===== src/rtl/clkdiv_pkg.sv =====
package clkdiv_pkg;
  localparam int FIELD_W = 8;

  typedef enum logic [1:0] {
    MODE_STORE  = 2'd0,
    MODE_SERIAL = 2'd1,
    MODE_ADC    = 2'd2,
    MODE_BAD    = 2'd3
  } modeSel_e;

  typedef enum logic [2:0] {
    NUM_GEN_HALF,
    NUM_GEN,
    NUM_XTAL,
    NUM_XTAL_HALF,
    NUM_SRC
  } numSel_e;

  // strobes from control to datapath
  typedef struct packed {
    logic               latchIn;
    logic               divStart;
    numSel_e            numSel;
    logic               denField;
    logic               loadCfg;
    logic               cfgXtal;
    logic [FIELD_W-1:0] cfgField;
    logic               loadRate;
  } ctrlStrobe_t;
endpackage


===== src/rtl/clkdiv_ceil_divider.sv =====
module clkdiv_ceil_divider #(
  parameter int W = 32
) (
  input  logic         clk,
  input  logic         rstN,
  input  logic         start,
  input  logic [W-1:0] num,
  input  logic [W-1:0] den,
  output logic         done,
  output logic [W-1:0] quo,
  output logic [W:0]   quoCeil
);
  localparam int CW = $clog2(W + 1);

  logic [W:0]    remR;
  logic [W-1:0]  quoR;
  logic [W-1:0]  denR;
  logic [CW-1:0] stepR;
  logic          runR;
  logic          doneR;
  logic [W:0]    trial;
  logic          fits;

  // one restoring step per cycle
  always_comb begin
    trial = {remR[W-1:0], quoR[W-1]};
    fits  = trial >= {1'b0, denR};
  end

  always_ff @(posedge clk) begin
    if (!rstN) begin
      remR  <= '0;
      quoR  <= '0;
      denR  <= '0;
      stepR <= '0;
      runR  <= 1'b0;
      doneR <= 1'b0;
    end else if (start) begin
      remR  <= '0;
      quoR  <= num;
      denR  <= den;
      stepR <= CW'(W);
      runR  <= 1'b1;
      doneR <= 1'b0;
    end else if (runR) begin
      remR  <= fits ? (trial - {1'b0, denR}) : trial;
      quoR  <= {quoR[W-2:0], fits};
      stepR <= stepR - 1'b1;
      if (stepR == CW'(1)) begin
        runR  <= 1'b0;
        doneR <= 1'b1;
      end
    end else begin
      doneR <= 1'b0;
    end
  end

  assign done    = doneR;
  assign quo     = quoR;
  // rounding up from the remainder avoids widening the numerator
  assign quoCeil = {1'b0, quoR} + (W + 1)'(remR != '0);
endmodule


===== src/rtl/clkdiv_wave.sv =====
module clkdiv_wave #(
  parameter int FW = 8
) (
  input  logic          clk,
  input  logic          rstN,
  input  logic [FW-1:0] field,
  output logic          divClk
);
  logic [FW:0]   actN;
  logic [FW-1:0] cntR;
  logic [FW:0]   halfN;

  always_ff @(posedge clk) begin
    if (!rstN) begin
      actN <= (FW + 1)'(1);
      cntR <= '0;
    end else if ({1'b0, cntR} == actN - 1'b1) begin
      cntR <= '0;
      actN <= {1'b0, field} + 1'b1;  // new ratio only at wrap
    end else begin
      cntR <= cntR + 1'b1;
    end
  end

  assign halfN  = (actN + 1'b1) >> 1;
  assign divClk = {1'b0, cntR} < halfN;
endmodule


===== src/rtl/clkdiv_datapath.sv =====
module clkdiv_datapath
  import clkdiv_pkg::*;
#(
  parameter int RATE_W  = 32,
  parameter int XTAL_HZ = 24_000_000
) (
  input  logic               clk,
  input  logic               rstN,
  input  ctrlStrobe_t        stb,
  input  logic [RATE_W-1:0]  reqHz,
  input  logic [RATE_W-1:0]  genHz,
  output logic               divDone,
  output logic [RATE_W:0]    quoCeil,
  output logic               srcXtal,
  output logic [FIELD_W-1:0] divField,
  output logic [RATE_W-1:0]  rateHz,
  output logic               divClk
);
  localparam logic [RATE_W-1:0] XTAL_V      = RATE_W'(XTAL_HZ);
  localparam logic [RATE_W-1:0] XTAL_HALF_V = RATE_W'(XTAL_HZ / 2);

  logic [RATE_W-1:0]  reqR;
  logic [RATE_W-1:0]  genR;
  logic               xtalR;
  logic [FIELD_W-1:0] fieldR;
  logic [RATE_W-1:0]  rateR;
  logic [RATE_W-1:0]  numMux;
  logic [RATE_W-1:0]  denMux;
  logic [RATE_W-1:0]  quoFloor;

  always_ff @(posedge clk) begin
    if (!rstN) begin
      reqR   <= '0;
      genR   <= '0;
      xtalR  <= 1'b0;
      fieldR <= '0;
      rateR  <= '0;
    end else begin
      if (stb.latchIn) begin
        reqR <= reqHz;
        genR <= genHz;
      end
      if (stb.loadCfg) begin
        xtalR  <= stb.cfgXtal;
        fieldR <= stb.cfgField;
      end
      if (stb.loadRate) rateR <= quoFloor;
    end
  end

  always_comb begin
    case (stb.numSel)
      NUM_GEN_HALF:  numMux = genR >> 1;
      NUM_GEN:       numMux = genR;
      NUM_XTAL:      numMux = XTAL_V;
      NUM_XTAL_HALF: numMux = XTAL_HALF_V;
      NUM_SRC:       numMux = xtalR ? XTAL_V : genR;
      default:       numMux = genR;
    endcase
    denMux = stb.denField ? (RATE_W'(fieldR) + 1'b1) : reqR;
  end

  clkdiv_ceil_divider #(.W(RATE_W)) u_div (
    .clk     (clk),
    .rstN    (rstN),
    .start   (stb.divStart),
    .num     (numMux),
    .den     (denMux),
    .done    (divDone),
    .quo     (quoFloor),
    .quoCeil (quoCeil)
  );

  clkdiv_wave #(.FW(FIELD_W)) u_wave (
    .clk    (clk),
    .rstN   (rstN),
    .field  (fieldR),
    .divClk (divClk)
  );

  assign srcXtal  = xtalR;
  assign divField = fieldR;
  assign rateHz   = rateR;
endmodule


===== src/rtl/clkdiv_control.sv =====
module clkdiv_control
  import clkdiv_pkg::*;
#(
  parameter int RATE_W      = 32,
  parameter int STORE_DIV_W = 6,
  parameter int SPI_DIV_W   = 7
) (
  input  logic            clk,
  input  logic            rstN,
  input  logic            update,
  input  logic [1:0]      modeSel,
  input  logic            reqZero,
  input  logic            divDone,
  input  logic [RATE_W:0] quoCeil,
  output ctrlStrobe_t     stb,
  output logic            busy,
  output logic            done,
  output logic            cfgErr
);
  localparam logic [RATE_W:0] STORE_MAX = (RATE_W + 1)'((1 << STORE_DIV_W) - 1);
  localparam logic [RATE_W:0] SPI_MAX   = (RATE_W + 1)'(1 << SPI_DIV_W);
  localparam logic [RATE_W:0] ADC_MAX   = (RATE_W + 1)'(1 << FIELD_W);

  typedef enum logic [2:0] {
    ST_IDLE, ST_S1, ST_W1, ST_S2, ST_W2, ST_S3, ST_W3, ST_FIN
  } state_e;

  state_e          stateR, stateNx;
  modeSel_e        modeR;
  logic            errR;
  logic            errSet;
  logic            badReq;
  logic [RATE_W:0] dVal;

  assign badReq = (modeSel_e'(modeSel) == MODE_BAD) || reqZero;
  assign dVal   = (quoCeil == '0) ? (RATE_W + 1)'(1) : quoCeil;

  always_comb begin
    stb          = '0;
    stb.numSel   = NUM_GEN;
    stb.cfgField = FIELD_W'(dVal - 1'b1);
    errSet       = 1'b0;
    stateNx      = stateR;
    case (stateR)
      ST_IDLE: if (update) begin
        stb.latchIn = 1'b1;
        stateNx     = badReq ? ST_FIN : ST_S1;
      end
      ST_S1: begin
        stb.divStart = 1'b1;
        case (modeR)
          MODE_STORE:  stb.numSel = NUM_GEN_HALF;
          MODE_SERIAL: stb.numSel = NUM_GEN;
          default:     stb.numSel = NUM_XTAL;
        endcase
        stateNx = ST_W1;
      end
      ST_W1: if (divDone) begin
        case (modeR)
          MODE_STORE: begin
            if (dVal <= STORE_MAX) begin
              stb.loadCfg = 1'b1;
              stateNx     = ST_S3;
            end else begin
              stateNx = ST_S2;  // fall back to the crystal
            end
          end
          MODE_SERIAL: begin
            if (dVal <= SPI_MAX) begin
              stb.loadCfg = 1'b1;
              stateNx     = ST_S3;
            end else begin
              errSet  = 1'b1;
              stateNx = ST_FIN;
            end
          end
          MODE_ADC: begin
            if (dVal <= ADC_MAX) begin
              stb.loadCfg = 1'b1;
              stb.cfgXtal = 1'b1;
              stateNx     = ST_S3;
            end else begin
              errSet  = 1'b1;
              stateNx = ST_FIN;
            end
          end
          default: begin
            errSet  = 1'b1;
            stateNx = ST_FIN;
          end
        endcase
      end
      ST_S2: begin
        stb.divStart = 1'b1;
        stb.numSel   = NUM_XTAL_HALF;
        stateNx      = ST_W2;
      end
      ST_W2: if (divDone) begin
        if (dVal <= STORE_MAX) begin
          stb.loadCfg = 1'b1;
          stb.cfgXtal = 1'b1;
          stateNx     = ST_S3;
        end else begin
          errSet  = 1'b1;
          stateNx = ST_FIN;
        end
      end
      ST_S3: begin
        stb.divStart = 1'b1;
        stb.numSel   = NUM_SRC;
        stb.denField = 1'b1;
        stateNx      = ST_W3;
      end
      ST_W3: if (divDone) begin
        stb.loadRate = 1'b1;
        stateNx      = ST_FIN;
      end
      default: stateNx = ST_IDLE;
    endcase
  end

  always_ff @(posedge clk) begin
    if (!rstN) begin
      stateR <= ST_IDLE;
      modeR  <= MODE_STORE;
      errR   <= 1'b0;
    end else begin
      stateR <= stateNx;
      if (stateR == ST_IDLE && update) begin
        modeR <= modeSel_e'(modeSel);
        errR  <= badReq;
      end else if (errSet) begin
        errR <= 1'b1;
      end
    end
  end

  assign busy   = stateR != ST_IDLE;
  assign done   = stateR == ST_FIN;
  assign cfgErr = errR;
endmodule


===== src/rtl/periph_clk_divsel.sv =====
module periph_clk_divsel
  import clkdiv_pkg::*;
#(
  parameter int RATE_W      = 32,
  parameter int XTAL_HZ     = 24_000_000,
  parameter int STORE_DIV_W = 6,
  parameter int SPI_DIV_W   = 7
) (
  input  logic               clk,
  input  logic               rstN,
  input  logic               update,
  input  logic [1:0]         modeSel,
  input  logic [RATE_W-1:0]  reqHz,
  input  logic [RATE_W-1:0]  genHz,
  output logic               busy,
  output logic               done,
  output logic               cfgErr,
  output logic               srcXtal,
  output logic [FIELD_W-1:0] divField,
  output logic [RATE_W-1:0]  rateHz,
  output logic               divClk
);
  ctrlStrobe_t     stb;
  logic            divDone;
  logic [RATE_W:0] quoCeil;

  clkdiv_control #(
    .RATE_W      (RATE_W),
    .STORE_DIV_W (STORE_DIV_W),
    .SPI_DIV_W   (SPI_DIV_W)
  ) u_ctrl (
    .clk     (clk),
    .rstN    (rstN),
    .update  (update),
    .modeSel (modeSel),
    .reqZero (reqHz == '0),
    .divDone (divDone),
    .quoCeil (quoCeil),
    .stb     (stb),
    .busy    (busy),
    .done    (done),
    .cfgErr  (cfgErr)
  );

  clkdiv_datapath #(
    .RATE_W  (RATE_W),
    .XTAL_HZ (XTAL_HZ)
  ) u_dp (
    .clk      (clk),
    .rstN     (rstN),
    .stb      (stb),
    .reqHz    (reqHz),
    .genHz    (genHz),
    .divDone  (divDone),
    .quoCeil  (quoCeil),
    .srcXtal  (srcXtal),
    .divField (divField),
    .rateHz   (rateHz),
    .divClk   (divClk)
  );
endmodule


===== config.mk =====
export PLATFORM = sky130hd
export DESIGN_NAME = periph_clk_divsel
export DESIGN_NICKNAME = d
export VERILOG_FILES = /design/src/rtl/clkdiv_pkg.sv /design/src/rtl/clkdiv_ceil_divider.sv /design/src/rtl/clkdiv_wave.sv /design/src/rtl/clkdiv_datapath.sv /design/src/rtl/clkdiv_control.sv /design/src/rtl/periph_clk_divsel.sv
export SDC_FILE = /design/constraint.sdc
export NUM_CORES = 1
export LEC_CHECK = 0
export BUFFER_PORTS_ARGS = -buffer_cell sky130_fd_sc_hd__buf_2
export CAP_MARGIN = 15
export CORE_MARGIN = 1.5
export CORE_UTILIZATION = 25
export CTS_BUF_LIST = sky130_fd_sc_hd__clkbuf_4 sky130_fd_sc_hd__clkbuf_8 sky130_fd_sc_hd__clkbuf_16
export CTS_CLUSTER_DIAMETER = 50
export DETAILED_ROUTE_END_ITERATION = 16
export PLACE_DENSITY = 0.44
export SLEW_MARGIN = 20
export SYNTH_ARGS = -nofsm -noshare
export SYNTH_HDL_FRONTEND = slang
export SYNTH_HIERARCHICAL = 1
export SYNTH_SLANG_ARGS = --single-unit

===== constraint.sdc =====
create_clock -name clk -period 11.71 [get_ports clk]
set_clock_uncertainty 0.15 [all_clocks]
set_input_delay 2.342 -clock clk [delete_from_list [all_inputs] [get_ports clk]]
set_output_delay 2.342 -clock clk [all_outputs]
set_load 0.01 [all_outputs]

==> results of run 1 <==
## logic make-up (layout without fill, tap and decap cells)
logic type	Yosys count	in the layout	synth area share [%]
other	0	3	0
muxes	180	180	12.63
buffers and inverters	160	251	5.172
and+or+nand+nor	580	580	22.85
DFF	233	233	32.68
adders and majority gates	56	56	4.961
xor gates and xnor gates	100	100	6.136
AOI/OAI and AO/OA	335	335	15.57
## layer usage
metal  wire [µm]  vias up  global-route usage [%]
li1            -     5927                       -
met2       19710      190                   23.88
met5          10        -                       0
met3        1739       65                   2.592
met4        1027        2                   4.908
met1       19740     5525                   18.67
## worst max-delay path: cells and delay by family (launching register included)
family | cells | cell delay [ps]
multiplexers | 1 | 270
AO/OA/AOI/OAI | 3 | 880
XOR/XNOR | 1 | 80
adder cells (fa/ha/maj) | 3 | 620
AND/OR/NAND/NOR | 17 | 3380
flip-flops | 1 | 360
## synth_stat cells, types with 5 or more instances
master,count,area (µm²)
a211oi_1,5,37.54
a21boi_1,5,37.54
a21o_1,28,210.2
a21oi_1,93,465.5
a21oi_2,5,43.79
a22o_1,16,140.1
a311oi_1,7,61.31
a31oi_1,8,50.05
a41oi_1,7,61.31
and2_1,36,225.2
and3_1,19,118.9
buf_1,5,18.77
buf_2,9,45.04
buf_4,19,142.6
buf_6,7,78.83
clkbuf_1,58,217.7
dfxtp_1,233,4664
ha_1,55,688.2
inv_1,58,217.7
mux2i_1,179,1792
nand2_1,110,412.9
nand2b_1,15,93.84
nand3_1,37,185.2
nand3b_1,7,52.55
nand4_1,25,156.4
nor2_1,77,289.0
nor2b_1,174,1089
nor3_1,17,85.08
nor3b_1,7,52.55
nor4_1,20,125.1
o21a_1,10,75.07
o21ai_0,86,430.4
o21bai_1,11,82.58
o22a_1,10,87.58
or3_1,8,50.05
xnor2_1,57,499.2
xor2_1,43,376.6
## metrics by stage
step | area [µm²] | hold slack [ps]
after global placement | 15390 | 313.0
after global routing | 16670 | 369.9
after CTS | 16670 | 328.1
final | 16680 | 325.8
after floorplan | 14270 | 297.2
after detailed placement | 15390 | 317.9
## power groups by stage
stage / Sequential (mW) / Combinational (mW) / Clock [mW]
after global placement: 1.09 / 2.10 / 0
after CTS: 1.08 / 2.11 / 1.18
after detailed placement: 1.09 / 2.10 / 0
after floorplan: 0.998 / 1.79 / 0
final: 1.08 / 2.09 / 1.14
after global routing: 1.10 / 2.33 / 1.22
## area by class of cell
class	count	area [µm²]	area share [%]
Sequential cell	233	4668	27.99
Clock buffer	48	1062	6.369
Multi-Input combinational cell	1251	8894	53.32
Timing Repair Buffer	123	655.6	3.931
Tap cell	756	945.9	5.671
Antenna cell	3	7.507	0.04501
Clock inverter	20	220.2	1.320
Inverter	60	225.2	1.350
## registers in the layout, summed over array words and instances, names as in the netlist
signal,cells
u_dp/u_div/quo,32
u_dp/reqR,32
u_ctrl/stateR,3
u_dp/u_wave/cntR,8
u_dp/srcXtal,1
u_dp/u_div/denR,32
u_dp/divField,8
u_dp/u_div/done,1
u_dp/genR,32
u_dp/u_wave/actN,9
u_dp/rateHz,32
u_dp/u_div/remR,33
u_dp/u_div/runR,1
u_ctrl/cfgErr,1
u_ctrl/modeR,2
u_dp/u_div/stepR,6
## worst paths after layout
kind                                    startpoint                                to  slack (ps)
setup reg to reg  u_dp/u_div/remR[15]$_SDFFE_PP0P_     u_dp/divField[6]$_SDFFE_PN0P_        5830
setup / recovery  u_dp/u_div/remR[15]$_SDFFE_PP0P_     u_dp/divField[6]$_SDFFE_PN0P_        5830
hold / removal    u_dp/u_div/remR[32]$_SDFFE_PP0P_  u_dp/u_div/remR[32]$_SDFFE_PP0P_         330
hold reg to reg   u_dp/u_div/remR[32]$_SDFFE_PP0P_  u_dp/u_div/remR[32]$_SDFFE_PP0P_         330
==> results.json, run 1 <==
{
  "slowest_delay_ps": 580,
  "clock_latency_ps": 560,
  "combPwrFrac_pct": 48.5,
  "die_y_um": 241.9,
  "tritoncts": "done",
  "p_leak_nw": 6.485,
  "synth_seq_cells": 233,
  "fin_crit_ps": 5877,
  "maxCapViolations": 0,
  "period_share_pct": 50.19,
  "power_frac_clock_pct": 26.5,
  "dp.cells": 2423,
  "hold_class": "register to register",
  "drc": 0,
  "grt_pass1_wl_mm": 67.37,
  "io_buffers": 113,
  "outcome": "complete, no violations",
  "mostFrequentLayoutCells": "232 x dfxtp_1, 179 x mux2i_1, 174 x nor2b_1",
  "die_w_um": 241.9,
  "std_cell_rows": 87,
  "grt_max_degree": 100,
  "pin_count": 114,
  "final_util_pct": 29.58,
  "swShare_pct": 42.09,
  "antenna_found_initial": 3,
  "internal-power_mw": 2.498,
  "firstDrtPassIters": 5,
  "seqPwrFrac_pct": 25.0,
  "synthArstFlopShare_pct": 0,
  "drt-initial-drc-count": 553,
  "hpwl_mm": 30.84,
  "slew_violations": 0,
  "first_global_vias": 11670,
  "via_count": 11710,
  "crit_type": "register to register",
  "syn_inst": 1644,
  "setup_slack_ps": 5833,
  "overflow": 0,
  "ys_seq_area_share_pct": 32.68,
  "hold_viol": 0,
  "place.gp.congestion": 0.8015,
  "net-switching-power_mw": 1.815,
  "cts_buffer_depth": 3,
  "instances_no_fill": 2494,
  "htreeDepth": 2,
  "start_util_pct": 25.31,
  "holdBufCountCts": 0,
  "hold_depth": 2,
  "max_slew.worst_pin.slew_ps": 1142,
  "worstPathRequired_ps": 12000,
  "cts_buffers": 39,
  "fin_tns_setup_ps": 0,
  "post_cts_buffers": 0,
  "crit_fanout": 9,
  "finalSetupViolCount": 0,
  "reg2reg_depth": 25,
  "yosys_warnings": 6,
  "syn_area_per_cell_um2": 8.682,
  "drt-total-wl_mm": 42.23,
  "power_density_mw_per_mm2": 258.6,
  "arrival_ps": 6160,
  "rsz0062_at_grt": "false",
  "timing.fmax_mhz": 170.1,
  "synth_nets": 1769,
  "final_common_cell": "dfxtp_1",
  "root_buffer": "clkbuf_16",
  "irDropWorstVdd_mv": 0.1890,
  "critPathLaunchType": "register",
  "slew_headroom_pct": 23.18,
  "wl_per_cell_um": 16.93,
  "pre_cts_ws_ps": 5805,
  "synth_edf_count": 0,
  "crit_path_end_kind": "register",
  "yosysUniqueCellTypes": 88,
  "p_total_mw": 4.313,
  "cpMaxStageDelayCell": "o21ai_1",
  "post_cts_resized": 0,
  "clock_sinks": 233,
  "track_usage_pct": 14.38,
  "fin_nets": 1833,
  "synth_area_mm2": 0.01427,
  "viasPerCell": 4.695,
  "synthFlopType": "dfxtp_1",
  "die_area_mm2": 0.05854,
  "ant_nets": 0,
  "cts.clk_slew.worst_paths_ps": 60,
  "areaGrowthSynthToFinish_pct": 16.85,
  "n_fill_cell": 6118,
  "drive_gt1_share_pct": 13.14,
  "core_mm2": 0.05639
}
No activity file was read; power rests on OpenSTA's default activity.
==> inputs of run 2 (changes only) <==
- PLACE_DENSITY: 0.44 -> 0.45
- clock period: 11.71 -> 4.9 ns (I/O delays scaled with it)
==> run 2 against run 1 <==
Setup slack lost 5700 ps. Die area stayed put. Sequential share of layout area down 1.3 points. Register-to-register slack got worse by 5700 ps. First-iteration DRC count increased by 30%. Cell area up 4.9%. Final cell count grew 2.2%. Power grew to 2.5 times the previous value. Sequential power up 140%. Critical endpoint is now u_dp/divField[5]$_SDFFE_PN0P_. Highest routed layer unchanged.
==> results.json, run 2 (same netlist as run 1, synthesis figures left out) <==
{
  "outcome": "complete, no violations",
  "clock_latency_ps": 550,
  "firstDrtPassIters": 7,
  "combPwrFrac_pct": 49.4,
  "viasPerCell": 4.656,
  "die_y_um": 241.9,
  "wl_per_cell_um": 16.72,
  "r2r_slack_ps": 100,
  "power_density_mw_per_mm2": 620.4,
  "hold_class": "register to register",
  "root_buffer": "clkbuf_16",
  "tritoncts": "done",
  "maxCapViolations": 0,
  "start_util_pct": 25.31,
  "regMostFlops": "u_dp/u_div/remR",
  "internal-power_mw": 6.400,
  "timing.fmax_mhz": 208.1,
  "hold_depth": 2,
  "fin_tns_setup_ps": 0,
  "cts.clk_slew.worst_paths_ps": 50,
  "clock_sinks": 233,
  "regArea_mm2": 0.004671,
  "slew_headroom_pct": 27.59,
  "irDropWorstVdd_mv": 0.4206,
  "mostFrequentLayoutCells": "230 x dfxtp_1, 178 x mux2i_1, 173 x nor2b_1",
  "grt_max_degree": 103,
  "cts_buffer_depth": 3,
  "holdBufCountCts": 0,
  "final_util_pct": 31.02,
  "drt-initial-drc-count": 719,
  "grt_pass1_wl_mm": 66.63,
  "die_w_um": 241.9,
  "drive_gt1_share_pct": 18.09,
  "cts_buffers": 40,
  "critPathLaunchType": "register",
  "hold_viol": 0,
  "n_fill_cell": 6034,
  "ant_nets": 0,
  "hold_ws_ps": 340.0,
  "track_usage_pct": 14.14,
  "hpwl_mm": 30.61,
  "rsz0062_at_grt": "true",
  "io_buffers": 113,
  "reg2reg_depth": 25,
  "drt-total-wl_mm": 42.64,
  "final_common_cell": "dfxtp_1",
  "largest_register_ffs": 33,
  "worstPathRequired_ps": 5200,
  "crit_fanout": 4,
  "swShare_pct": 41.03,
  "die_area_mm2": 0.05854,
  "crit_type": "register to register",
  "seqPwrFrac_pct": 23.8,
  "multi_input_area_mm2": 0.009155,
  "p_leak_nw": 6.909,
  "htreeDepth": 2,
  "pin_count": 114,
  "areaGrowthSynthToFinish_pct": 22.55,
  "antenna_found_initial": 5,
  "first_global_vias": 11770,
  "net-switching-power_mw": 4.452,
  "std_cell_rows": 87,
  "slew_violations": 0,
  "place.gp.congestion": 0.8519,
  "finalSetupViolCount": 0,
  "fin_crit_ps": 4805,
  "via_count": 11870,
  "overflow": 0,
  "period_share_pct": 98.06,
  "crit_path_end_kind": "register",
  "arrival_ps": 5100,
  "fin_nets": 1888,
  "max_slew.worst_pin.slew_ps": 1086,
  "power_frac_clock_pct": 26.9,
  "core_mm2": 0.05639,
  "drc": 0
}
[run 2: cell count changes in the layout (fill, tap and decap cells not counted), moves of 3 or more]
cell / delta
buf_4: +50
nor4_1: -8
nor2_1: -5
nor4_2: +5
ha_1: -4
nand2_1: -4
and3_1: -3
and3_4: +3
ha_4: +3
nor2_2: +3
nor4_4: +3
xnor2_1: -3
xnor2_2: +3
[run 2: area by class of cell]
cell class              count  area share (%)
diodes                      3         0.04292
repair buffers            177           6.330
multi-input cells        1251           52.34
well taps                 756           5.408
inverters                  60           1.288
flip-flops and latches    233           26.70
clock buffers              50           6.330
clock inverters            20           1.559
[run 2: layer usage]
layer / share of wire, % / track usage [%] / vias up / wire length, µm
met1: 48 / 18.59 / 5558 / 20270
met5: 0.063 / 0 / - / 27
li1: - / - / 6039 / -
met3: 4.1 / 2.681 / 74 / 1729
met2: 46 / 22.99 / 197 / 19410
met4: 2.8 / 5.055 / 4 / 1207
[run 2: worst max-delay path: stages (launching register included)]
cell and delay (ps):
dfxtp_1 310, or4_4 550, nor4_4 230, nand2_2 140, ha_4 200, ha_4 160, nand2_4 70, nor2_4 30
nand4_1 90, nor2_2 50, and3_4 170, and3_4 180, and3_4 180, nor4_4 260, nand4_2 180, nor4_4 300
a21o_1 180, buf_6 110, ha_4 130, o31ai_4 60, nor4_4 320, nand3_2 130, o21ai_4 120, clkbuf_16 180
mux2i_1 180, nor2b_1 60
[run 2: path summary, 6_finish.rpt]
| kind | from | endpoint |
|---|---|---|
| setup reg to reg | u_dp/u_div/remR[6]$_SDFFE_PP0P_ | u_dp/divField[5]$_SDFFE_PN0P_ |
| setup / recovery | u_dp/u_div/remR[6]$_SDFFE_PP0P_ | u_dp/divField[5]$_SDFFE_PN0P_ |
| hold / removal | u_dp/u_div/remR[32]$_SDFFE_PP0P_ | u_dp/u_div/remR[32]$_SDFFE_PP0P_ |
| hold reg to reg | u_dp/u_div/remR[32]$_SDFFE_PP0P_ | u_dp/u_div/remR[32]$_SDFFE_PP0P_ |
[run 2: through the flow]
| step | instances | setup slack, ps | cell area (µm²) | power [mW] |
|---|---|---|---|---|
| after floorplan | 1644 | 186.5 | 14270 | 6.652 |
| after global placement | 2472 | -94.46 | 15780 | 7.775 |
| after detailed placement | 2472 | -224.6 | 15780 | 7.780 |
| after CTS | 2543 | 87.54 | 17210 | 10.81 |
| after global routing | 2547 | -195.9 | 17480 | 11.64 |
| final | 2550 | 95.12 | 17490 | 10.85 |
[run 2: power groups by stage]
stage | clock network, mW | logic (mW) | registers, mW
floorplan | 0 | 4.27 | 2.39
global placement | 0 | 5.19 | 2.59
detailed placement | 0 | 5.18 | 2.60
CTS | 3.01 | 5.23 | 2.57
global route | 3.09 | 5.91 | 2.63
finish | 2.92 | 5.36 | 2.58
[run 2: what timing repair did]
| action | in CTS | in global routing |
|---|---|---|
| endpoints found under the hold margin | 0 | 0 |
| resized for setup | 6 | 47 |
| setup buffers | 1 | 3 |
| pin swaps | 3 | 21 |
| gates cloned | 0 | 1 |
| setup endpoints to repair | 11 | 12 |
